File: config.mk
export PLATFORM = sky130hd
export DESIGN_NAME = cfgio_bridge
export DESIGN_NICKNAME = d
export VERILOG_FILES = /design/src/rtl/cfgio_pkg.sv /design/src/rtl/cfgio_decode.sv /design/src/rtl/cfgio_rdalign.sv /design/src/rtl/cfgio_seq.sv /design/src/rtl/cfgio_bridge.sv
export SDC_FILE = /design/constraint.sdc
export NUM_CORES = 1
export LEC_CHECK = 0
export CAP_MARGIN = 25
export CORE_MARGIN = 2
export CORE_UTILIZATION = 30
export DETAILED_ROUTE_END_ITERATION = 8
export DONT_BUFFER_PORTS = 1
export HOLD_SLACK_MARGIN = 0.15
export SLEW_MARGIN = 20
export SYNTH_ARGS = -nofsm -noshare
export SYNTH_HDL_FRONTEND = slang
export SYNTH_SLANG_ARGS = --single-unit
File: constraint.sdc
create_clock -name clk -period 4.85 [get_ports clk]
set_input_delay 0.2425 -clock clk [delete_from_list [all_inputs] [get_ports clk]]
set_output_delay 0.2425 -clock clk [all_outputs]
set_load 0.01 [all_outputs]
File: src/rtl/cfgio_pkg.sv
package cfgio_pkg;
    parameter int BUS_W   = 32;
    parameter int LANES   = BUS_W / 8;
    parameter int LANE_W  = $clog2(LANES);
    parameter int CFG_TOP = 23;
    parameter int PORT_W  = 16;

    localparam logic [1:0] SZ_BYTE = 2'd0;
    localparam logic [1:0] SZ_HALF = 2'd1;
    localparam logic [1:0] SZ_WORD = 2'd2;

    typedef enum logic {
        KIND_CFG = 1'b0,
        KIND_IO  = 1'b1
    } kind_e;

    typedef enum logic [1:0] {
        ST_IDLE,
        ST_WR_BUSY,
        ST_RD_BUSY,
        ST_RD_RESP
    } state_e;

    typedef struct packed {
        kind_e              kind;
        logic               wr;
        logic [BUS_W-1:0]   addr;
        logic [LANES-1:0]   be;
        logic [BUS_W-1:0]   wdata;
        logic [LANE_W-1:0]  lane;
        logic [1:0]         size;
    } cyc_t;
endpackage

File: src/rtl/cfgio_decode.sv
module cfgio_decode
    import cfgio_pkg::*;
#(
    parameter int                HOST_AW  = 12,
    parameter logic [HOST_AW-1:0] AREG_OFS = 12'h064,
    parameter logic [HOST_AW-1:0] CFG_OFS  = 12'h068,
    parameter logic [HOST_AW-1:0] IO_OFS   = 12'h06C
) (
    input  logic [HOST_AW-1:0] host_addr,
    input  logic               host_wr,
    input  logic [1:0]         host_size,
    input  logic [BUS_W-1:0]   host_wdata,
    input  logic [BUS_W-1:0]   areg,
    output logic               hit_areg,
    output logic               hit_win,
    output cyc_t               cyc_req
);
    logic                  hit_cfg;
    logic                  hit_io;
    logic [LANE_W-1:0]     lane;
    logic [LANES-1:0]      be;
    logic [1:0]            size_n;
    logic [BUS_W-1:0]      shifted;
    logic [BUS_W-1:0]      steered;
    logic [BUS_W-1:0]      addr_cfg;
    logic [BUS_W-1:0]      addr_io;

    localparam logic [LANES-1:0] ONE_BE  = LANES'(1);
    localparam logic [LANES-1:0] HALF_BE = LANES'(3);

    assign hit_areg = host_addr[HOST_AW-1:LANE_W] == AREG_OFS[HOST_AW-1:LANE_W];
    assign hit_cfg  = host_addr[HOST_AW-1:LANE_W] == CFG_OFS[HOST_AW-1:LANE_W];
    assign hit_io   = host_addr[HOST_AW-1:LANE_W] == IO_OFS[HOST_AW-1:LANE_W];
    assign hit_win  = hit_cfg || hit_io;

    always_comb begin
        unique case (host_size)
            SZ_BYTE: begin
                lane   = host_addr[LANE_W-1:0];
                be     = ONE_BE << lane;
                size_n = SZ_BYTE;
            end
            SZ_HALF: begin
                lane   = host_addr[LANE_W-1:0] & ~LANE_W'(1);
                be     = HALF_BE << lane;
                size_n = SZ_HALF;
            end
            default: begin
                lane   = '0;
                be     = '1;
                size_n = SZ_WORD;
            end
        endcase
    end

    assign shifted = host_wdata << {lane, 3'b000};

    for (genvar i = 0; i < LANES; i++) begin : g_lane
        assign steered[i*8 +: 8] = be[i] ? shifted[i*8 +: 8] : 8'h00;
    end

    always_comb begin
        addr_cfg = '0;
        addr_cfg[CFG_TOP:LANE_W] = areg[CFG_TOP:LANE_W];
        addr_io = '0;
        addr_io[PORT_W-1:0] = areg[PORT_W-1:0];
    end

    always_comb begin
        cyc_req.kind  = hit_io ? KIND_IO : KIND_CFG;
        cyc_req.wr    = host_wr;
        cyc_req.addr  = hit_io ? addr_io : addr_cfg;
        cyc_req.be    = be;
        cyc_req.wdata = steered;
        cyc_req.lane  = lane;
        cyc_req.size  = size_n;
    end
endmodule

File: src/rtl/cfgio_rdalign.sv
module cfgio_rdalign
    import cfgio_pkg::*;
(
    input  logic [BUS_W-1:0]  raw,
    input  logic [LANE_W-1:0] lane,
    input  logic [1:0]        size,
    input  kind_e             kind,
    input  logic              abort,
    output logic [BUS_W-1:0]  aligned
);
    logic [BUS_W-1:0] shifted;
    logic [BUS_W-1:0] mask;

    assign shifted = raw >> {lane, 3'b000};

    always_comb begin
        unique case (size)
            SZ_BYTE: mask = BUS_W'(8'hFF);
            SZ_HALF: mask = BUS_W'(16'hFFFF);
            default: mask = '1;
        endcase
    end

    assign aligned = (abort && kind == KIND_CFG) ? mask : (shifted & mask);
endmodule

File: src/rtl/cfgio_seq.sv
module cfgio_seq
    import cfgio_pkg::*;
(
    input  logic             clk,
    input  logic             rst_n,
    input  logic             host_req,
    input  logic             hit_win,
    input  cyc_t             cyc_req,
    input  logic             dn_ack,
    input  logic [BUS_W-1:0] rd_aligned,
    output logic             host_wait,
    output logic             dn_req,
    output cyc_t             cyc_q,
    output logic [BUS_W-1:0] rd_q,
    output logic             in_resp
);
    state_e state_q;
    state_e state_d;
    logic   launch;
    logic   capture;
    logic   win_req;

    assign win_req = host_req && hit_win;

    always_ff @(posedge clk) begin
        if (!rst_n) state_q <= ST_IDLE;
        else        state_q <= state_d;
    end

    always_comb begin
        state_d   = state_q;
        launch    = 1'b0;
        capture   = 1'b0;
        host_wait = 1'b0;
        unique case (state_q)
            ST_IDLE: begin
                if (win_req) begin
                    launch = 1'b1;
                    if (cyc_req.wr) begin
                        state_d = ST_WR_BUSY;
                    end else begin
                        state_d   = ST_RD_BUSY;
                        host_wait = 1'b1;
                    end
                end
            end
            ST_WR_BUSY: begin
                host_wait = win_req;
                if (dn_ack) state_d = ST_IDLE;
            end
            ST_RD_BUSY: begin
                host_wait = win_req;
                if (dn_ack) begin
                    capture = 1'b1;
                    state_d = ST_RD_RESP;
                end
            end
            ST_RD_RESP: state_d = ST_IDLE;
            default:    state_d = ST_IDLE;
        endcase
    end

    always_ff @(posedge clk) begin
        if (!rst_n) begin
            dn_req <= 1'b0;
            cyc_q  <= '0;
            rd_q   <= '0;
        end else begin
            if (launch) begin
                dn_req <= 1'b1;
                cyc_q  <= cyc_req;
            end else if (dn_ack) begin
                dn_req <= 1'b0;
            end
            if (capture) rd_q <= rd_aligned;
        end
    end

    assign in_resp = state_q == ST_RD_RESP;
endmodule

File: src/rtl/cfgio_bridge.sv
module cfgio_bridge
    import cfgio_pkg::*;
#(
    parameter int                 HOST_AW  = 12,
    parameter logic [HOST_AW-1:0] AREG_OFS = 12'h064,
    parameter logic [HOST_AW-1:0] CFG_OFS  = 12'h068,
    parameter logic [HOST_AW-1:0] IO_OFS   = 12'h06C
) (
    input  logic               clk,
    input  logic               rst_n,
    input  logic               host_req,
    input  logic               host_wr,
    input  logic [HOST_AW-1:0] host_addr,
    input  logic [1:0]         host_size,
    input  logic [BUS_W-1:0]   host_wdata,
    output logic [BUS_W-1:0]   host_rdata,
    output logic               host_wait,
    output logic               dn_req,
    output logic               dn_kind,
    output logic               dn_wr,
    output logic [BUS_W-1:0]   dn_addr,
    output logic [LANES-1:0]   dn_be,
    output logic [BUS_W-1:0]   dn_wdata,
    input  logic               dn_ack,
    input  logic               dn_abort,
    input  logic [BUS_W-1:0]   dn_rdata
);
    logic [BUS_W-1:0] areg;
    logic             hit_areg;
    logic             hit_win;
    cyc_t             cyc_req;
    cyc_t             cyc_q;
    logic [BUS_W-1:0] rd_aligned;
    logic [BUS_W-1:0] rd_q;
    logic             in_resp;

    cfgio_decode #(
        .HOST_AW  (HOST_AW),
        .AREG_OFS (AREG_OFS),
        .CFG_OFS  (CFG_OFS),
        .IO_OFS   (IO_OFS)
    ) u_decode (
        .host_addr  (host_addr),
        .host_wr    (host_wr),
        .host_size  (host_size),
        .host_wdata (host_wdata),
        .areg       (areg),
        .hit_areg   (hit_areg),
        .hit_win    (hit_win),
        .cyc_req    (cyc_req)
    );

    cfgio_rdalign u_rdalign (
        .raw     (dn_rdata),
        .lane    (cyc_q.lane),
        .size    (cyc_q.size),
        .kind    (cyc_q.kind),
        .abort   (dn_abort),
        .aligned (rd_aligned)
    );

    cfgio_seq u_seq (
        .clk        (clk),
        .rst_n      (rst_n),
        .host_req   (host_req),
        .hit_win    (hit_win),
        .cyc_req    (cyc_req),
        .dn_ack     (dn_ack),
        .rd_aligned (rd_aligned),
        .host_wait  (host_wait),
        .dn_req     (dn_req),
        .cyc_q      (cyc_q),
        .rd_q       (rd_q),
        .in_resp    (in_resp)
    );

    always_ff @(posedge clk) begin
        if (!rst_n)                             areg <= '0;
        else if (host_req && host_wr && hit_areg) areg <= host_wdata;
    end

    assign host_rdata = in_resp  ? rd_q :
                        hit_areg ? areg : '0;

    assign dn_kind  = cyc_q.kind;
    assign dn_wr    = cyc_q.wr;
    assign dn_addr  = cyc_q.addr;
    assign dn_be    = cyc_q.be;
    assign dn_wdata = cyc_q.wdata;
endmodule

==> impl_metrics.yaml, run 1 <==
outcome:
  outcome: "finished, final reports clean"
synthesis:
  syn_area_per_cell_um2: 8.46
  yosysUniqueCellTypes: 43
  netlist_instances: 778
  ys_top_cells_by_area: "dfxtp_1 40%, mux2i_1 7.8%, buf_4 7.8%"
  syn_area_mm2: 0.00658
  yosys.area.top_type: "dfxtp_1"
  yosys_register_bits: 133
  synth_top_area_frac: 0.404
  ys.flop_type: "dfxtp_1"
  synth_warnings: 0
  async_flop_share: 0
  seq_area_frac_synth: 0.404
  synth-edff-count: 0
clock_network:
  cts_buffers: 17
  cts_root_buf: "clkbuf_16"
  holdBufCountCts: 90
  clkTransAtPathRegs_ns: 0.06
  post_cts_buffers: 0
  cts_buffer_depth: 2
  insertion_delay_ns: 0.43
  cts_tree: "built"
  post_cts_resized: 0
  htree_levels: 4
  cts_sinks: 133
drt:
  avgViaCountPerCell: 5.24
  via_count: 5582
  detail-route-antenna-nets: 0
  drc: 0
  drt_iter0_drc: 524
  wirelength_um: 22700
  first_pass_iters: 5
  wl_per_cell_um: 21.3
pwr:
  p_int_w: 0.00187
  p_leak_nw: 2.69
  switchingPower_w: 0.000618
  irDropWorstVdd_mv: 0.266
  p_seq_frac: 0.444
  powerDensity_mw_per_mm2: 322
  p_clk_frac: 0.495
  combPwrFrac: 0.061
  switching_share: 0.249
timing:
  clock_skew_ns: 0.00842
  finalHoldViolations: 0
  tns_ns: 0
  finalCritPeriodShare: 0.571
  max-slew-margin-rel: 0.333
  tightest_slew_ns: 0.999
  setup_viol: 0
  fin_crit_ns: 2.77
  drv_slew: 0
  max_freq_ghz: 0.361
  rsz0062_at_grt: "no"
  whs_ns: 0.157
die:
  ios: 188
  die_w_um: 152
  die_h_um: 152
  initial_utilization: 0.304
  coreArea_mm2: 0.0217
  rows: 54
  die_area_mm2: 0.0231
final_layout:
  area_delta_synth_final_pct: 17.3
  fillCellCount: 2199
  nets: 860
  drive_gt1_frac: 0.0842
  ff_latch_area_mm2: 0.00266
  multi_input_area_mm2: 0.00314
  final_util: 0.356
worst_setup_path:
  cp_max_fo: 63
  worstSetupPathType: "input port to flip-flop"
  cpMaxStageDelayCell: "or4_4"
  cp.arrival_ns: 3.14
  critPathBufInv: 3
  ff2ff_path_depth: 7
  cp.depth: 7
  slowest_delay_ns: 0.60
  crit_family: "buffers and inverters"
  path_cells: "or4_4 > nor4_4 > buf_4 > nand3_1 > dlygate4sd3_1 > o21ai_1 > dlygate4sd3_1"
  startpoint_type: "input port"
  crit_top_cell: "dlygate4sd3_1"
  crit_required_ns: 5.22
  cp-end-kind: "flip-flop"
global_routing:
  grt_max_degree: 64
  grt_pass1_wl_um: 33700
  grt_usage: 0.191
  grt_pass1_vias: 5481
  antenna_found_initial: 1
  overflow: 0
min_path:
  hold_class: "input port to flip-flop"
  hold_depth: 3
placement:
  gp_congestion: 0.830
  dpl.hpwl_um: 15900
  numPortBuffers: 0
flow_run:
  cap_viol_max_count: 0
cells by family (layout without fill, tap and decap cells):
| logic type | after synthesis | in the layout | share of synthesized area |
|---|---|---|---|
| flops | 133 | 133 | 0.404 |
| other cells | 1 | 10 | 0.000570 |
| mux | 53 | 53 | 0.0810 |
| compound gates | 206 | 206 | 0.204 |
| buf+inv | 138 | 137 | 0.124 |
| simple gates | 242 | 242 | 0.177 |
| fa+ha+maj | 5 | 5 | 0.00950 |
placed cells by master (no fill, tap or decap), types with 10 or more instances in the layout:
cell           instances
buf_4                 10
o21ai_1               32
o2bb2ai_1             16
nand3b_1              17
clkbuf_16             17
dlygate4sd3_1         89
nor2_1                35
nor3_1                11
o21ai_0               33
a22o_1                40
mux2i_1               51
dfxtp_1              133
nand2_1              114
a21oi_1               63
nand3_1               43
through the flow:
step | instance area (um2) | instances | power [W] | setup WS [ns]
2_1_floorplan | 6610 | 785 | 0.00122 | 2.79
3_3_place_gp | 6250 | 942 | 0.00122 | 2.73
3_5_place_dp | 6250 | 942 | 0.00122 | 2.67
4_1_cts | 7720 | 1064 | 0.00250 | 2.19
5_1_grt | 7720 | 1065 | 0.00256 | 1.97
6_report | 7720 | 1066 | 0.00248 | 2.08
worst paths after layout:
path | start | slack (ns) | endpoint
setup / recovery | host_addr[9] | 2.08 | areg[7]
hold / removal | host_wdata[27] | 0.16 | u_seq.cyc_q[31]
setup reg to reg | u_seq.state_q[0] | 2.75 | u_seq.cyc_q[13]
hold reg to reg | areg[29] | 0.45 | areg[29]
synth_stat cells (2+ instances only):
cell	number
nor4_4	2
inv_1	4
a22oi_1	8
mux2_2	2
buf_1	3
a21oi_2	2
o221a_2	8
nor3_2	2
nand3_1	43
o21ai_0	33
dfxtp_1	133
nand2b_1	5
nand3b_1	17
buf_2	4
ha_1	5
buf_4	68
o21ai_1	32
buf_6	5
a21o_1	2
o2bb2ai_1	16
clkbuf_1	53
mux2i_1	51
nor2_1	35
nor2b_1	2
a21oi_1	63
a22o_1	40
nor3_1	11
nand2_1	114
power groups by stage:
stage | Sequential (W) | Clock, W | Combinational (W)
finish | 0.00110 | 0.00123 | 0.000151
global route | 0.00110 | 0.00130 | 0.000160
CTS | 0.00110 | 0.00124 | 0.000149
detailed placement | 0.00113 | 0 | 0.0000934
global placement | 0.00113 | 0 | 0.0000930
floorplan | 0.00112 | 0 | 0.0000917
registers in the layout (all words and copies together) (netlist names):
name	count
u_seq.state_q	2
u_seq.rd_q	32
u_seq.dn_req	1
u_seq.cyc_q	66
areg	32
layout make-up:
cell class                 instances  area share
clock inverter                    15      0.0172
antenna                            2    0.000648
sequential                       133       0.345
timing repair buffer             100       0.128
multi-input combinational        514       0.407
clock buffer                      17      0.0551
tap                              280      0.0454
inverter                           5     0.00243
layer usage:
| metal | vias to the layer above | track usage | share of wire |
|---|---|---|---|
| met4 | 0 | 0.0601 | 0.017 |
| li1 | 2651 | - | - |
| met5 | - | 0 | 0 |
| met2 | 207 | 0.303 | 0.47 |
| met3 | 27 | 0.0720 | 0.082 |
| met1 | 2697 | 0.240 | 0.44 |
worst min-delay path: stages:
cell and delay (ns):
nand2_1 0.04, a22oi_1 0.06, a22o_1 0.19
(Power assumes the default switching activity.)
==> run 2, diff against run 1 <==
ABC_AREA = 1   (was not set)
clock period = 2.3 ns   (was 4.85 ns; I/O delays follow)
==> impl_metrics.yaml, run 2 <==
clock_network:
  post_cts_buffers: 0
  cts_sinks: 133
  cts_buffer_depth: 2
  cts_root_buf: "clkbuf_16"
  cts_tree: "built"
  clkTransAtPathRegs_ns: 0.06
  insertion_delay_ns: 0.42
  htree_levels: 4
  cts_buffers: 17
final_layout:
  nets: 1105
  fillCellCount: 2363
  drive_gt1_frac: 0.0671
  mostFrequentLayoutCells: "213 x nand2_1, 133 x dfxtp_1, 122 x a21oi_1"
  ff_latch_area_mm2: 0.00266
  area_delta_synth_final_pct: 20.0
  multi_input_area_mm2: 0.00311
  largest_reg_flops: 66
  largest_registers: "u_seq.cyc_q (66), areg (32), u_seq.rd_q (32)"
  final_common_cell: "nand2_1"
  top_register: "u_seq.cyc_q"
die:
  ios: 188
  initial_utilization: 0.306
  die_h_um: 156
  rows: 55
  die_w_um: 156
  coreArea_mm2: 0.0226
  die_area_mm2: 0.0243
synthesis:
  yosysMostFrequentCell: "nand2_1"
  netlist_instances: 1007
  yosys_register_bits: 133
  synth_warnings: 0
  syn_area_per_cell_um2: 6.88
  async_flop_share: 0
  syn_area_mm2: 0.00693
  synth_common_cells: "215 x nand2_1, 133 x dfxtp_1, 122 x a21oi_1"
  ys_top_cells_by_area: "dfxtp_1 38%, nand2_1 12%, a21oi_1 8.8%"
  seq_area_frac_synth: 0.384
  ys.flop_type: "dfxtp_1"
  synth-edff-count: 0
  synth_top_area_frac: 0.384
  yosysUniqueCellTypes: 25
  yosys.area.top_type: "dfxtp_1"
outcome:
  outcome: "finished, final reports clean"
worst_setup_path:
  startpoint_type: "flip-flop"
  reg2reg_slack_ns: 0.15
  ff2ff_path_depth: 8
  setup.worst_path.start: "u_seq.state_q[0]"
  cp.arrival_ns: 2.44
  cp-end-kind: "flip-flop"
  worstReg2RegStart: "u_seq.state_q[0]"
  cp_max_fo: 24
  worstSetupPathType: "flip-flop to flip-flop"
  reg2reg_to: "u_seq.rd_q[23]"
  crit_required_ns: 2.59
timing:
  clock_skew_ns: 0.00547
  setup_viol: 0
  drv_slew: 0
  tns_ns: 0
  rsz0062_at_grt: "yes"
  fin_crit_ns: 2.15
  max_freq_ghz: 0.465
  tightest_slew_ns: 0.680
  finalCritPeriodShare: 0.936
  max-slew-margin-rel: 0.543
  finalHoldViolations: 0
flow_run:
  cap_viol_max_count: 0
pwr:
  p_int_w: 0.00448
  combPwrFrac: 0.117
  p_total_w: 0.00609
  p_seq_frac: 0.403
  switching_share: 0.264
  p_leak_nw: 3.24
  switchingPower_w: 0.00161
  powerDensity_mw_per_mm2: 733
  irDropWorstVdd_mv: 0.349
  p_clk_frac: 0.480
global_routing:
  grt_pass1_wl_um: 35400
  grt_pass1_vias: 6083
  antenna_found_initial: 2
  grt_usage: 0.192
  overflow: 0
  grt_max_degree: 75
min_path:
  hold_class: "input port to flip-flop"
  hp-start: "host_addr[3]"
  hold_end: "areg[23]"
  hold_depth: 5
drt:
  first_pass_iters: 5
  detail-route-antenna-nets: 0
  drc: 0
  avgViaCountPerCell: 5.04
  via_count: 6630
  wirelength_um: 23700
  wl_per_cell_um: 18.0
  drt_iter0_drc: 704
placement:
  dpl.hpwl_um: 17100
  numPortBuffers: 0
  gp_congestion: 0.867
[run 2: changes by cell type after synthesis, sizes merged, moves of 32 or more]
cell   before  now
inv         4   99
o21ai      65   97
nand2     114  216
nand3      44   90
o31ai       0   32
a22o       40    0
a21oi      65  122
mux2i      51    0
[run 2: kinds of logic after synthesis]
logic type / after synthesis / synth area share
fa+ha+maj: 5 / 0.00903
compound gates: 269 / 0.212
simple gates: 362 / 0.221
flops: 133 / 0.384
buf+inv: 237 / 0.172
other cells: 1 / 0.000541
[run 2: what timing repair did]
action | 4_1_cts | 5_1_grt
hold endpoints to repair | 127 | 0
resized for setup | 0 | 5
endpoints found under the setup margin | 0 | 10
hold buffers | 96 | 0
[run 2: critical path: stages, from the launching register on]
cell	delay, ns
dfxtp_1	0.40
inv_1	0.12
ha_1	0.25
nand2_2	0.19
inv_1	0.08
buf_4	0.22
o21ai_0	0.15
dlygate4sd3_1	0.56
a21oi_1	0.04
[run 2: worst max-delay path by stage]
| stage | endpoint | cells past startpoint |
|---|---|---|
| floorplan | u_seq.rd_q[0] | 8 |
| global placement | u_seq.rd_q[3] | 7 |
| detailed placement | u_seq.rd_q[3] | 7 |
| CTS | host_rdata[16] | 4 |
| global route | host_wait | 7 |
| finish | u_seq.rd_q[23] | 8 |
[run 2: area by class of cell]
| cell class | instances | share of cell area |
|---|---|---|
| multi-input combinational | 644 | 0.375 |
| sequential | 133 | 0.320 |
| timing repair buffer | 116 | 0.138 |
| clock buffer | 17 | 0.0512 |
| inverter | 103 | 0.0474 |
| tap | 285 | 0.0429 |
| clock inverter | 15 | 0.0244 |
| timing repair inverter | 1 | 0.000602 |
| antenna | 1 | 0.000301 |
[run 2: power by group through the flow]
stage | Clock (W) | Sequential (W) | Combinational [W]
final | 0.00293 | 0.00245 | 0.000712
after detailed placement | 0 | 0.00250 | 0.000517
after global placement | 0 | 0.00250 | 0.000505
after floorplan | 0 | 0.00247 | 0.000421
after global routing | 0.00307 | 0.00246 | 0.000787
after CTS | 0.00297 | 0.00245 | 0.000697
[run 2: per-layer routing]
metal  vias up  wire (um)  global-route usage  part of all wire
li1       3244          -                   -                 -
met1      3051      10400               0.248              0.44
met2       294      10500               0.294              0.44
met3        39       2170              0.0636             0.091
met4         2        623              0.0795             0.026
met5         -         16                   0           0.00067
[run 2: through the flow]
step	area, um2	util	hold slack (ns)	instances	setup WS [ns]
6_report	8310	0.367	0.165	1315	0.148
3_5_place_dp	6670	0.295	0.265	1185	0.468
3_3_place_gp	6670	0.295	0.261	1185	0.533
4_1_cts	8280	0.366	0.152	1313	0.0462
5_1_grt	8310	0.367	0.185	1315	-0.0312
2_1_floorplan	6950	-	0.246	1014	0.780
==> run 3, diff against run 2 <==
CORE_ASPECT_RATIO = 0.9   (was not set)
SETUP_SLACK_MARGIN = 0.3   (was not set)
==> impl_metrics.yaml, run 3 (synthesis results as in run 2) <==
pwr:
  p_clk_frac: 0.449
  irDropWorstVdd_mv: 0.402
  switchingPower_w: 0.00145
  p_leak_nw: 3.26
  powerDensity_mw_per_mm2: 690
  switching_share: 0.252
  p_seq_frac: 0.425
  p_total_w: 0.00574
  combPwrFrac: 0.126
  p_int_w: 0.00429
clock_network:
  cts_buffer_depth: 2
  htree_levels: 4
  clkTransAtPathRegs_ns: 0.06
  insertion_delay_ns: 0.42
  cts_root_buf: "clkbuf_16"
  cts_buffers: 17
  cts_sinks: 133
  cts_tree: "built"
global_routing:
  use_met2: 0.287
  grt_usage: 0.194
  use_met3: 0.0675
  grtUsageMet1: 0.258
  antenna_found_initial: 0
  overflow: 0
  grt_pass1_vias: 6330
  grt_pass1_wl_um: 36200
  grt.busiest_layer: "met2"
  grt_max_degree: 75
die:
  coreArea_mm2: 0.0226
  initial_utilization: 0.307
  ios: 188
  die_h_um: 148
  die_area_mm2: 0.0243
  rows: 52
  die_w_um: 164
final_layout:
  nets: 1113
  drive_gt1_frac: 0.0784
  area_delta_synth_final_pct: 20.0
  largest_registers: "u_seq.cyc_q (66), areg (32), u_seq.rd_q (32)"
  mostFrequentLayoutCells: "214 x nand2_1, 133 x dfxtp_1, 122 x a21oi_1"
  final_common_cell: "nand2_1"
  top_register: "u_seq.cyc_q"
  largest_reg_flops: 66
  antenna_cells: 0
  fillCellCount: 2376
worst_setup_path:
  critPathBufInv: 3
  cp-end-kind: "primary output"
  path_cells: "dlygate4sd3_1 > inv_1 > nor2_1 > nand2_2 > buf_4 > o31ai_1"
  crit_family: "buffers and inverters"
  cp_max_fo: 32
  cpMaxStageDelayCell: "o31ai_1"
  crit_required_ns: 2.18
  startpoint_type: "input port"
  cp.arrival_ns: 1.87
  slowest_delay_ns: 0.60
  worstSetupPathType: "input port to primary output"
drt:
  drc: 0
  first_pass_iters: 6
  detail-route-antenna-nets: 0
  avgViaCountPerCell: 5.02
  via_count: 6670
  wirelength_um: 24000
  drt_iter0_drc: 578
  wl_per_cell_um: 18.1
min_path:
  hold_class: "input port to flip-flop"
timing:
  setup_viol: 0
  finalCritPeriodShare: 0.865
  tightest_slew_ns: 0.659
  finalHoldViolations: 0
  fin_crit_ns: 1.99
  tns_ns: 0
  max_freq_ghz: 0.503
  max-slew-margin-rel: 0.557
  drv_slew: 0
  rsz0062_at_grt: "yes"
  clock_skew_ns: 0.0113
outcome:
  outcome: "finished, final reports clean"
placement:
  numPortBuffers: 0
  dpl.hpwl_um: 17200
  gp_congestion: 0.923
flow_run:
  cap_viol_max_count: 0
-- run 3: cell types whose count changed in the layout (fill, tap and decap cells not counted), sizes merged --
cell         change
buf             +16
dlygate4sd3      -8
clkbuf           +6
clkinvlp         -4
inv              -3
bufinv           -2
clkinv           -2
diode            -1
nor2             +1
-- run 3: cell type report --
type | count | area, um2 | share of cell area
Clock inverter | 5 | 77.6 | 0.00933
Sequential cell | 133 | 2660 | 0.320
Clock buffer | 23 | 468 | 0.0563
Timing Repair Buffer | 124 | 1210 | 0.145
Inverter | 103 | 394 | 0.0474
Multi-Input combinational cell | 645 | 3130 | 0.377
Tap cell | 297 | 372 | 0.0447
-- run 3: power by group through the flow --
stage	Sequential [W]	Combinational (W)	Clock (W)
4_1_cts	0.00244	0.000696	0.00261
3_3_place_gp	0.00249	0.000525	0
6_report	0.00244	0.000720	0.00258
5_1_grt	0.00245	0.000792	0.00272
2_1_floorplan	0.00247	0.000421	0
3_5_place_dp	0.00248	0.000522	0
-- run 3: repair_timing --
| action | 4_1_cts | 5_1_grt |
|---|---|---|
| gates resized for setup | 3 | 7 |
| hold endpoints to repair | 127 | 0 |
| gates cloned | 0 | 1 |
| hold buffers | 88 | 0 |
| pin swaps | 0 | 1 |
| buffers inserted | 2 | 0 |
| endpoints found under the setup margin | 1 | 31 |
-- run 3: worst paths after layout --
| path | to | cells after the start | startpoint | slack, ns |
|---|---|---|---|---|
| min | u_seq.cyc_q[72] | 5 | host_addr[3] | 0.18 |
| min reg2reg | u_seq.cyc_q[0] | 2 | u_seq.cyc_q[0] | 0.46 |
| max reg2reg | u_seq.state_q[1] | 8 | u_seq.state_q[0] | 0.44 |
| max | host_rdata[6] | 6 | host_addr[2] | 0.31 |
-- run 3: routing by layer --
| layer | share of wire | routed length [um] |
|---|---|---|
| met2 | 0.43 | 10400 |
| met4 | 0.030 | 721 |
| met5 | 0 | 0 |
| met1 | 0.44 | 10700 |
| met3 | 0.093 | 2240 |
-- run 3: stage by stage --
step	util	hold slack, ns	cells	cell area (um2)	worst slack (ns)
finish	0.368	0.182	1330	8310	0.311
global route	0.368	0.175	1330	8310	0.250
CTS	0.367	0.150	1329	8280	0.326
detailed placement	0.302	0.260	1211	6820	0.407
global placement	0.302	0.254	1211	6820	0.471
floorplan	-	0.246	1014	6950	0.780
-- run 3: worst register-to-register path: cells and delay by family (launching register included) --
family | cells | cell delay, ns
flip-flops | 1 | 0.37
adder cells (fa/ha/maj) | 1 | 0.24
buffers and inverters | 2 | 0.67
AND/OR/NAND/NOR | 3 | 0.25
AO/OA/AOI/OAI | 2 | 0.27
